File: src/rtl/brg_pkg.sv
package brg_pkg;

   localparam int CSEL_W = 2;
   localparam int SSEL_W = 2;

   typedef enum logic [1:0] {
      MODE_ASYNC    = 2'b00,
      MODE_SYNC     = 2'b01,
      MODE_CARD     = 2'b10,
      MODE_CARD_ALT = 2'b11
   } brg_mode_e;

   // Control register layout, MSB first: [5:4] card select, [3:2] mode, [1:0] clock select
   typedef struct packed {
      logic [SSEL_W-1:0] ssel;
      brg_mode_e         mode;
      logic [CSEL_W-1:0] csel;
   } brg_ctrl_t;

   localparam int CTRL_W = $bits(brg_ctrl_t);

endpackage

File: src/rtl/brg_regs.sv
module brg_regs
   import brg_pkg::*;
#(
   parameter int RATE_W = 8,
   parameter int DATA_W = 8
) (
   input  logic              clk,
   input  logic              rst_n,
   input  logic              cpu_we,
   input  logic              cpu_addr,
   input  logic [DATA_W-1:0] cpu_wdata,
   output logic [DATA_W-1:0] cpu_rdata,
   output logic [RATE_W-1:0] rate,
   output brg_ctrl_t         ctrl,
   output logic              restart
);

   logic [RATE_W-1:0] rate_q;
   brg_ctrl_t         ctrl_q;
   logic [CTRL_W-1:0] ctrl_bits;

   always_ff @(posedge clk or negedge rst_n) begin
      if (!rst_n) begin
         rate_q <= '1;
         ctrl_q <= '0;
      end else if (cpu_we) begin
         if (cpu_addr) ctrl_q <= brg_ctrl_t'(cpu_wdata[CTRL_W-1:0]);
         else          rate_q <= cpu_wdata[RATE_W-1:0];
      end
   end

   assign ctrl_bits = ctrl_q;
   assign cpu_rdata = cpu_addr ? DATA_W'(ctrl_bits) : DATA_W'(rate_q);
   assign rate      = rate_q;
   assign ctrl      = ctrl_q;
   // every accepted write re-phases the chain at the same edge
   assign restart   = cpu_we;

endmodule

File: src/rtl/brg_prescaler.sv
module brg_prescaler
   import brg_pkg::*;
#(
   parameter int STEP_LOG2 = 2
) (
   input  logic              clk,
   input  logic              rst_n,
   input  logic              run,
   input  logic              restart,
   input  logic [CSEL_W-1:0] csel,
   output logic              pre_en
);

   localparam int PRE_W = ((1 << CSEL_W) - 1) * STEP_LOG2;

   if (PRE_W == 0) begin : g_flat
      // every clock select divides by one
      assign pre_en = run;
   end else begin : g_count
      logic [PRE_W:0]   span;
      logic [PRE_W-1:0] lim;
      logic [PRE_W-1:0] pc;

      assign span = (PRE_W+1)'(1) << (int'(csel) * STEP_LOG2);
      assign lim  = PRE_W'(span - 1'b1);

      always_ff @(posedge clk or negedge rst_n) begin
         if (!rst_n)                pc <= '0;
         else if (restart || !run)  pc <= '0;
         else if (pc == lim)        pc <= '0;
         else                       pc <= pc + 1'b1;
      end

      assign pre_en = run && (pc == lim);


      pre_range_chk: assert property (@(posedge clk) disable iff (!rst_n)
         pc <= lim);
   end

endmodule

File: src/rtl/brg_divider.sv
module brg_divider #(
   parameter int RATE_W = 8
) (
   input  logic              clk,
   input  logic              rst_n,
   input  logic              run,
   input  logic              restart,
   input  logic              pre_en,
   input  logic [RATE_W-1:0] rate,
   output logic              tick
);

   logic [RATE_W-1:0] cnt;

   always_ff @(posedge clk or negedge rst_n) begin
      if (!rst_n)               cnt <= '0;
      else if (restart || !run) cnt <= '0;
      else if (pre_en)          cnt <= (cnt == rate) ? '0 : cnt + 1'b1;
   end

   assign tick = pre_en && (cnt == rate);


   div_restart_chk: assert property (@(posedge clk) disable iff (!rst_n)
      restart |=> (cnt == '0));


   div_range_chk: assert property (@(posedge clk) disable iff (!rst_n)
      cnt <= rate);

endmodule

File: src/rtl/brg_bitgen.sv
module brg_bitgen
   import brg_pkg::*;
#(
   parameter int SMP_TICKS   = 2,
   parameter int SMP_PER_BIT = 16,
   parameter int SYNC_TICKS  = 4,
   parameter int CARD_S0     = 32,
   parameter int CARD_S1     = 64,
   parameter int CARD_S2     = 372,
   parameter int CARD_S3     = 256
) (
   input  logic              clk,
   input  logic              rst_n,
   input  logic              run,
   input  logic              restart,
   input  logic              tick,
   input  brg_mode_e         mode,
   input  logic [SSEL_W-1:0] ssel,
   output logic              bit_stb,
   output logic              smp_stb
);

   localparam int ASYNC_TICKS = SMP_TICKS * SMP_PER_BIT;
   localparam int NSEL        = 1 << SSEL_W;
   localparam int CARD_S [4]  = '{CARD_S0, CARD_S1, CARD_S2, CARD_S3};

   function automatic int longest();
      int m;
      m = ASYNC_TICKS;
      if (SYNC_TICKS > m) m = SYNC_TICKS;
      for (int i = 0; i < 4; i++)
         if (2 * CARD_S[i] > m) m = 2 * CARD_S[i];
      return m;
   endfunction

   localparam int TC_MAX = longest();
   localparam int TC_W   = (TC_MAX > 1) ? $clog2(TC_MAX) : 1;
   localparam logic [TC_W-1:0] SMP_MASK = TC_W'(SMP_TICKS - 1);

   if (NSEL != 4) begin : g_bad_sel
      $error("card select must address exactly four entries");
   end

   logic [TC_W-1:0] card_last [4];
   logic [TC_W-1:0] last;
   logic [TC_W-1:0] tc;

   for (genvar gi = 0; gi < 4; gi++) begin : g_card
      // a card bit spans two divider ticks per basic period
      assign card_last[gi] = TC_W'(2 * CARD_S[gi] - 1);
   end

   always_comb begin
      case (mode)
         MODE_ASYNC: last = TC_W'(ASYNC_TICKS - 1);
         MODE_SYNC:  last = TC_W'(SYNC_TICKS - 1);
         default:    last = card_last[ssel];
      endcase
   end

   always_ff @(posedge clk or negedge rst_n) begin
      if (!rst_n)               tc <= '0;
      else if (restart || !run) tc <= '0;
      else if (tick)            tc <= (tc == last) ? '0 : tc + 1'b1;
   end

   assign bit_stb = tick && (tc == last);
   assign smp_stb = (mode == MODE_ASYNC) && tick && ((tc & SMP_MASK) == SMP_MASK);


   bit_pulse_chk: assert property (@(posedge clk) disable iff (!rst_n)
      bit_stb |=> !bit_stb);


   tc_range_chk: assert property (@(posedge clk) disable iff (!rst_n)
      tc <= last);


   idle_park_chk: assert property (@(posedge clk) disable iff (!rst_n)
      !run |=> (tc == '0));

endmodule

File: src/rtl/serial_rate_gen.sv
module serial_rate_gen
   import brg_pkg::*;
#(
   parameter int RATE_W      = 8,
   parameter int DATA_W      = 8,
   parameter int STEP_LOG2   = 2,
   parameter int SMP_TICKS   = 2,
   parameter int SMP_PER_BIT = 16,
   parameter int SYNC_TICKS  = 4,
   parameter int CARD_S0     = 32,
   parameter int CARD_S1     = 64,
   parameter int CARD_S2     = 372,
   parameter int CARD_S3     = 256
) (
   input  logic              clk,
   input  logic              rst_n,
   input  logic              run,
   input  logic              cpu_we,
   input  logic              cpu_addr,
   input  logic [DATA_W-1:0] cpu_wdata,
   output logic [DATA_W-1:0] cpu_rdata,
   output logic              bit_stb,
   output logic              smp_stb
);

   if (RATE_W < 1 || RATE_W > DATA_W) begin : g_bad_rate
      $error("RATE_W must lie in 1..DATA_W");
   end
   if (DATA_W <= CTRL_W) begin : g_bad_data
      $error("DATA_W must exceed the control field width");
   end
   if (STEP_LOG2 < 0) begin : g_bad_step
      $error("STEP_LOG2 must not be negative");
   end
   if (SMP_TICKS < 1 || (SMP_TICKS & (SMP_TICKS - 1)) != 0) begin : g_bad_smp
      $error("SMP_TICKS must be a power of two");
   end
   if (SYNC_TICKS < 2 || SMP_PER_BIT < 2) begin : g_bad_len
      $error("final divisions must be at least two ticks");
   end

   logic [RATE_W-1:0] rate;
   brg_ctrl_t         ctrl;
   logic              restart;
   logic              pre_en;
   logic              tick;

   brg_regs #(
      .RATE_W (RATE_W),
      .DATA_W (DATA_W)
   ) i_regs (
      .clk       (clk),
      .rst_n     (rst_n),
      .cpu_we    (cpu_we),
      .cpu_addr  (cpu_addr),
      .cpu_wdata (cpu_wdata),
      .cpu_rdata (cpu_rdata),
      .rate      (rate),
      .ctrl      (ctrl),
      .restart   (restart)
   );

   brg_prescaler #(
      .STEP_LOG2 (STEP_LOG2)
   ) i_pre (
      .clk     (clk),
      .rst_n   (rst_n),
      .run     (run),
      .restart (restart),
      .csel    (ctrl.csel),
      .pre_en  (pre_en)
   );

   brg_divider #(
      .RATE_W (RATE_W)
   ) i_div (
      .clk     (clk),
      .rst_n   (rst_n),
      .run     (run),
      .restart (restart),
      .pre_en  (pre_en),
      .rate    (rate),
      .tick    (tick)
   );

   brg_bitgen #(
      .SMP_TICKS   (SMP_TICKS),
      .SMP_PER_BIT (SMP_PER_BIT),
      .SYNC_TICKS  (SYNC_TICKS),
      .CARD_S0     (CARD_S0),
      .CARD_S1     (CARD_S1),
      .CARD_S2     (CARD_S2),
      .CARD_S3     (CARD_S3)
   ) i_bit (
      .clk     (clk),
      .rst_n   (rst_n),
      .run     (run),
      .restart (restart),
      .tick    (tick),
      .mode    (ctrl.mode),
      .ssel    (ctrl.ssel),
      .bit_stb (bit_stb),
      .smp_stb (smp_stb)
   );


   smp_align_chk: assert property (@(posedge clk) disable iff (!rst_n)
      (bit_stb && ctrl.mode == MODE_ASYNC) |-> smp_stb);


   smp_pulse_chk: assert property (@(posedge clk) disable iff (!rst_n)
      smp_stb |=> !smp_stb);

endmodule

File: config.mk
export PLATFORM = sky130hd
export DESIGN_NAME = serial_rate_gen
export DESIGN_NICKNAME = d
export VERILOG_FILES = /design/src/rtl/brg_pkg.sv /design/src/rtl/brg_regs.sv /design/src/rtl/brg_prescaler.sv /design/src/rtl/brg_divider.sv /design/src/rtl/brg_bitgen.sv /design/src/rtl/serial_rate_gen.sv
export SDC_FILE = /design/constraint.sdc
export NUM_CORES = 1
export LEC_CHECK = 0
export BUFFER_PORTS_ARGS = -buffer_cell sky130_fd_sc_hd__buf_2
export CAP_MARGIN = 20
export CORE_ASPECT_RATIO = 0.8
export CORE_MARGIN = 5
export CORE_UTILIZATION = 58
export DETAILED_ROUTE_END_ITERATION = 8
export MAX_ROUTING_LAYER = met4
export PLACE_DENSITY = 0.8
export SLEW_MARGIN = 15
export SYNTH_ARGS = -nofsm -noshare
export SYNTH_HDL_FRONTEND = slang
export SYNTH_SLANG_ARGS = --single-unit
File: constraint.sdc
create_clock -name clk -period 2.3 [get_ports clk]
set_input_delay 0.23 -clock clk [delete_from_list [all_inputs] [get_ports clk]]
set_output_delay 0.23 -clock clk [all_outputs]
set_load 0.03 [all_outputs]
==> impl_metrics.py <==
metrics = {
    "place": {
        "io_buffer_count": 22,
        "dp_hpwl_microns": 3540,
        "dp_slack_ps": 30.0,
        "gp_congestion": 0.858,
    },
    "routing": {
        "finalWirelength_microns": 5160,
        "wl_met2_microns": 2330,
        "highest_layer": "met4",
        "drt-pass1-iter-count": 5,
        "vias_per_cell": 5.97,
        "drtIter0Drc": 125,
        "dr_wl_met3_microns": 352,
        "vias": 1851,
        "wl_per_cell_microns": 16.7,
        "wl_met1_microns": 2410,
        "drtAntennaViolNets": 0,
        "drc": 0,
    },
    "worst_setup_path": {
        "r2r-end": "i_bit.tc[5]$_DFFE_PN0P_",
        "r2r_start": "i_regs.ctrl[3]$_DFFE_PN0P_",
        "critPathMaxFanout": 2,
        "reg2reg_depth": 7,
        "critPathKind": "reg2out",
        "required_ps": 2070,
        "crit_path_start": "i_pre.g_count.pc[0]$_DFF_PN0_",
        "critPathCapture": "smp_stb",
        "cp-end-kind": "output pin",
        "critical_path_arrival_ps": 2220,
        "regToRegSetupSlack_ps": 80,
        "crit_path_start_kind": "flop",
    },
    "sta": {
        "finalSetupViolCount": 2,
        "slew_violations": 0,
        "final-hold-violation-count": 0,
        "timing.final.ws_setup_ps": -152,
        "max_freq_mhz": 408,
        "finalCriticalPeriod_ps": 2450,
        "rsz0062_at_grt": "yes",
        "finalCritPeriodShare": 1.07,
        "max_slew.worst_pin.slew_ps": 829,
        "finClkSkew_ps": 8.42,
        "slew_headroom": 0.447,
    },
    "cells_and_area": {
        "layout-drive-gt1-share": 0.369,
        "diodes": 0,
        "nets": 283,
        "syn2layout_area_growth_pct": 24.8,
    },
    "clock_network": {
        "tritoncts": "yes",
        "cts_buffers": 5,
        "htree_levels": 2,
        "insertion_delay_ps": 310,
        "clockBufferDepth": 2,
        "cts-root-buf": "clkbuf_8",
        "path_clk_slew_ps": 80,
        "cts.sinks": 38,
    },
    "logic_synthesis": {
        "synth_edf_count": 0,
        "synth_commonest_cells": "dfrtp_1 (30), mux2_2 (20), nor2_1 (18)",
        "yosysWarnings": 0,
        "synth_compound_area_frac": 0.133,
        "synth_most_common_cell": "dfrtp_1",
        "yosysTopAreaCell": "dfrtp_1",
        "synth_seq_area_share": 0.444,
        "synth_fa_ha_area_frac": 0.0173,
        "synthCells": 220,
        "synth_top_family_by_area": "simple AND/OR/NAND/NOR gates",
        "synth_seq_cells": 38,
        "syn_avg_cell_area_sq_um": 9.84,
        "netlist_top_cells_area": "dfrtp_1 (35%), mux2_2 (10%), dfstp_2 (9.7%)",
        "synthArstFlopShare": 1.00,
        "synth_cell_types": 44,
        "synthFlopType": "dfrtp_1",
        "synthMuxAreaShare": 0.104,
        "synth_nets": 236,
        "synth_top_area_share": 0.347,
        "synth_xor_area_frac": 0.0687,
        "synthSimpleGateAreaFrac": 0.203,
        "syn_area_sq_um": 2170,
    },
    "run_status": {
        "status": "finished with violations",
        "violations": "negative setup slack",
    },
    "floorplanning": {
        "die_w_microns": 78.3,
        "start_util": 0.616,
        "dieHeight_microns": 64.7,
        "ioPinCount": 23,
        "coreArea_sq_um": 3520,
        "die_area_sq_um": 5060,
        "rows": 19,
    },
    "power_and_ir_drop": {
        "seq_power_share": 0.416,
        "powerDensity_nw_per_um2": 687,
        "p_sw_mw": 0.511,
        "ir_drop_mv": 0.507,
        "switching_share": 0.275,
        "pwr-share-comb": 0.212,
        "power.leakage_nw": 1.18,
        "clock_power_share": 0.372,
        "intPower_mw": 1.35,
        "fin_total_pwr_mw": 1.86,
    },
    "global_route": {
        "antenna_found_initial": 0,
        "grt_usage": 0.227,
        "overflow": 0,
        "grt_max_degree": 39,
        "grt_pass1_vias": 1780,
        "grt_pass1_wl_microns": 8580,
    },
    "job": {
        "drv_cap": 0,
    },
    "worst_hold_path": {
        "hold_class": "in2async",
    },
}
## metrics by stage
| step | std cells | utilization | hold slack [ps] | TNS [ps] | area [sq um] |
|---|---|---|---|---|---|
| after floorplan | 220 | - | -65.6 | 0 | 2180 |
| after global placement | 292 | 0.692 | 374 | 0 | 2430 |
| after detailed placement | 292 | 0.692 | 376 | 0 | 2430 |
| after CTS | 304 | 0.749 | 46.5 | -172 | 2640 |
| after global routing | 310 | 0.768 | 103 | -541 | 2700 |
| final | 310 | 0.768 | 21.6 | -189 | 2700 |
## cells by family (layout without fill, tap and decap cells)
logic type               count (synthesis)  after routing
AND/OR/NAND/NOR                         83             83
adder cells (fa/ha/maj)                  3              3
AO/OA/AOI/OAI                           43             43
buffers and inverters                   16             64
flip-flops                              38             38
XOR/XNOR                                17             17
multiplexers                            20             20
## registers in the layout (all words and copies together), names as in the netlist
| name | count |
|---|---|
| i_bit.tc | 10 |
| i_regs.rate | 8 |
| i_div.cnt | 8 |
| i_pre.g_count.pc | 6 |
| i_regs.ctrl | 6 |
## how the worst min path moves through the flow
stage | startpoint | slack [ps] | depth (start not counted) | endpoint
5_1_grt | rst_n | 100 | 1 | i_div.cnt[4]$_DFFE_PN0P_
3_5_place_dp | rst_n | 380 | 1 | i_pre.g_count.pc[4]$_DFF_PN0_
2_1_floorplan | rst_n | -70 | 0 | i_bit.tc[0]$_DFFE_PN0P_
3_3_place_gp | rst_n | 370 | 1 | i_pre.g_count.pc[4]$_DFF_PN0_
6_report | rst_n | 20 | 1 | i_bit.tc[5]$_DFFE_PN0P_
4_1_cts | rst_n | 50 | 1 | i_regs.ctrl[3]$_DFFE_PN0P_
## layout make-up
class | instances | area, sq um
multi-input cells | 166 | 1200
clock inverters | 3 | 68.8
fillers | 237 | 815
repair buffers | 49 | 322
clock buffers | 5 | 68.8
inverters | 7 | 26.3
flip-flops and latches | 38 | 961
well taps | 42 | 52.6
## critical path: stages (launching register included)
cell and delay (ps):
dfrtp_1 400, or4_4 560, o21ai_4 80, o21ai_2 80, or3_4 400, nor4b_4 230
buf_6 170
## layer usage
layer  vias up  track usage
met1       895        0.304
met4         0        0.105
met5         -            -
li1        878            -
met2        68        0.329
met3        10       0.0526
## placed cells by master, fill, tap and decap left out, types with 5 or more instances in the layout
cell type,synthesis,routed
mux2_2,20,20
o21ai_0,17,17
inv_1,7,7
nand3_1,11,11
and3_1,5,5
dfrtp_1,30,30
buf_2,3,20
xor2_1,12,12
nand2_1,15,15
nor2_1,18,18
nand2b_1,7,6
dfstp_2,8,8
buf_4,0,28
clkbuf_8,0,5
xnor2_1,5,5
## power groups by stage
stage	Combinational (mW)	Clock [mW]	Sequential (mW)
after global routing	0.425	0.736	0.779
after CTS	0.363	0.707	0.771
final	0.394	0.690	0.773
after floorplan	0.222	0	0.773
after global placement	0.341	0	0.777
after detailed placement	0.345	0	0.781
## timing repair
item                                   in CTS  in global routing
setup buffers                               4                  6
endpoints found under the hold margin       0                  0
gates cloned                                0                  0
setup endpoints to repair                   2                  4
gates resized for setup                     7                  3
hold buffers                                0                  0
pin swaps                                   7                  8
(Power assumes the default switching activity.)
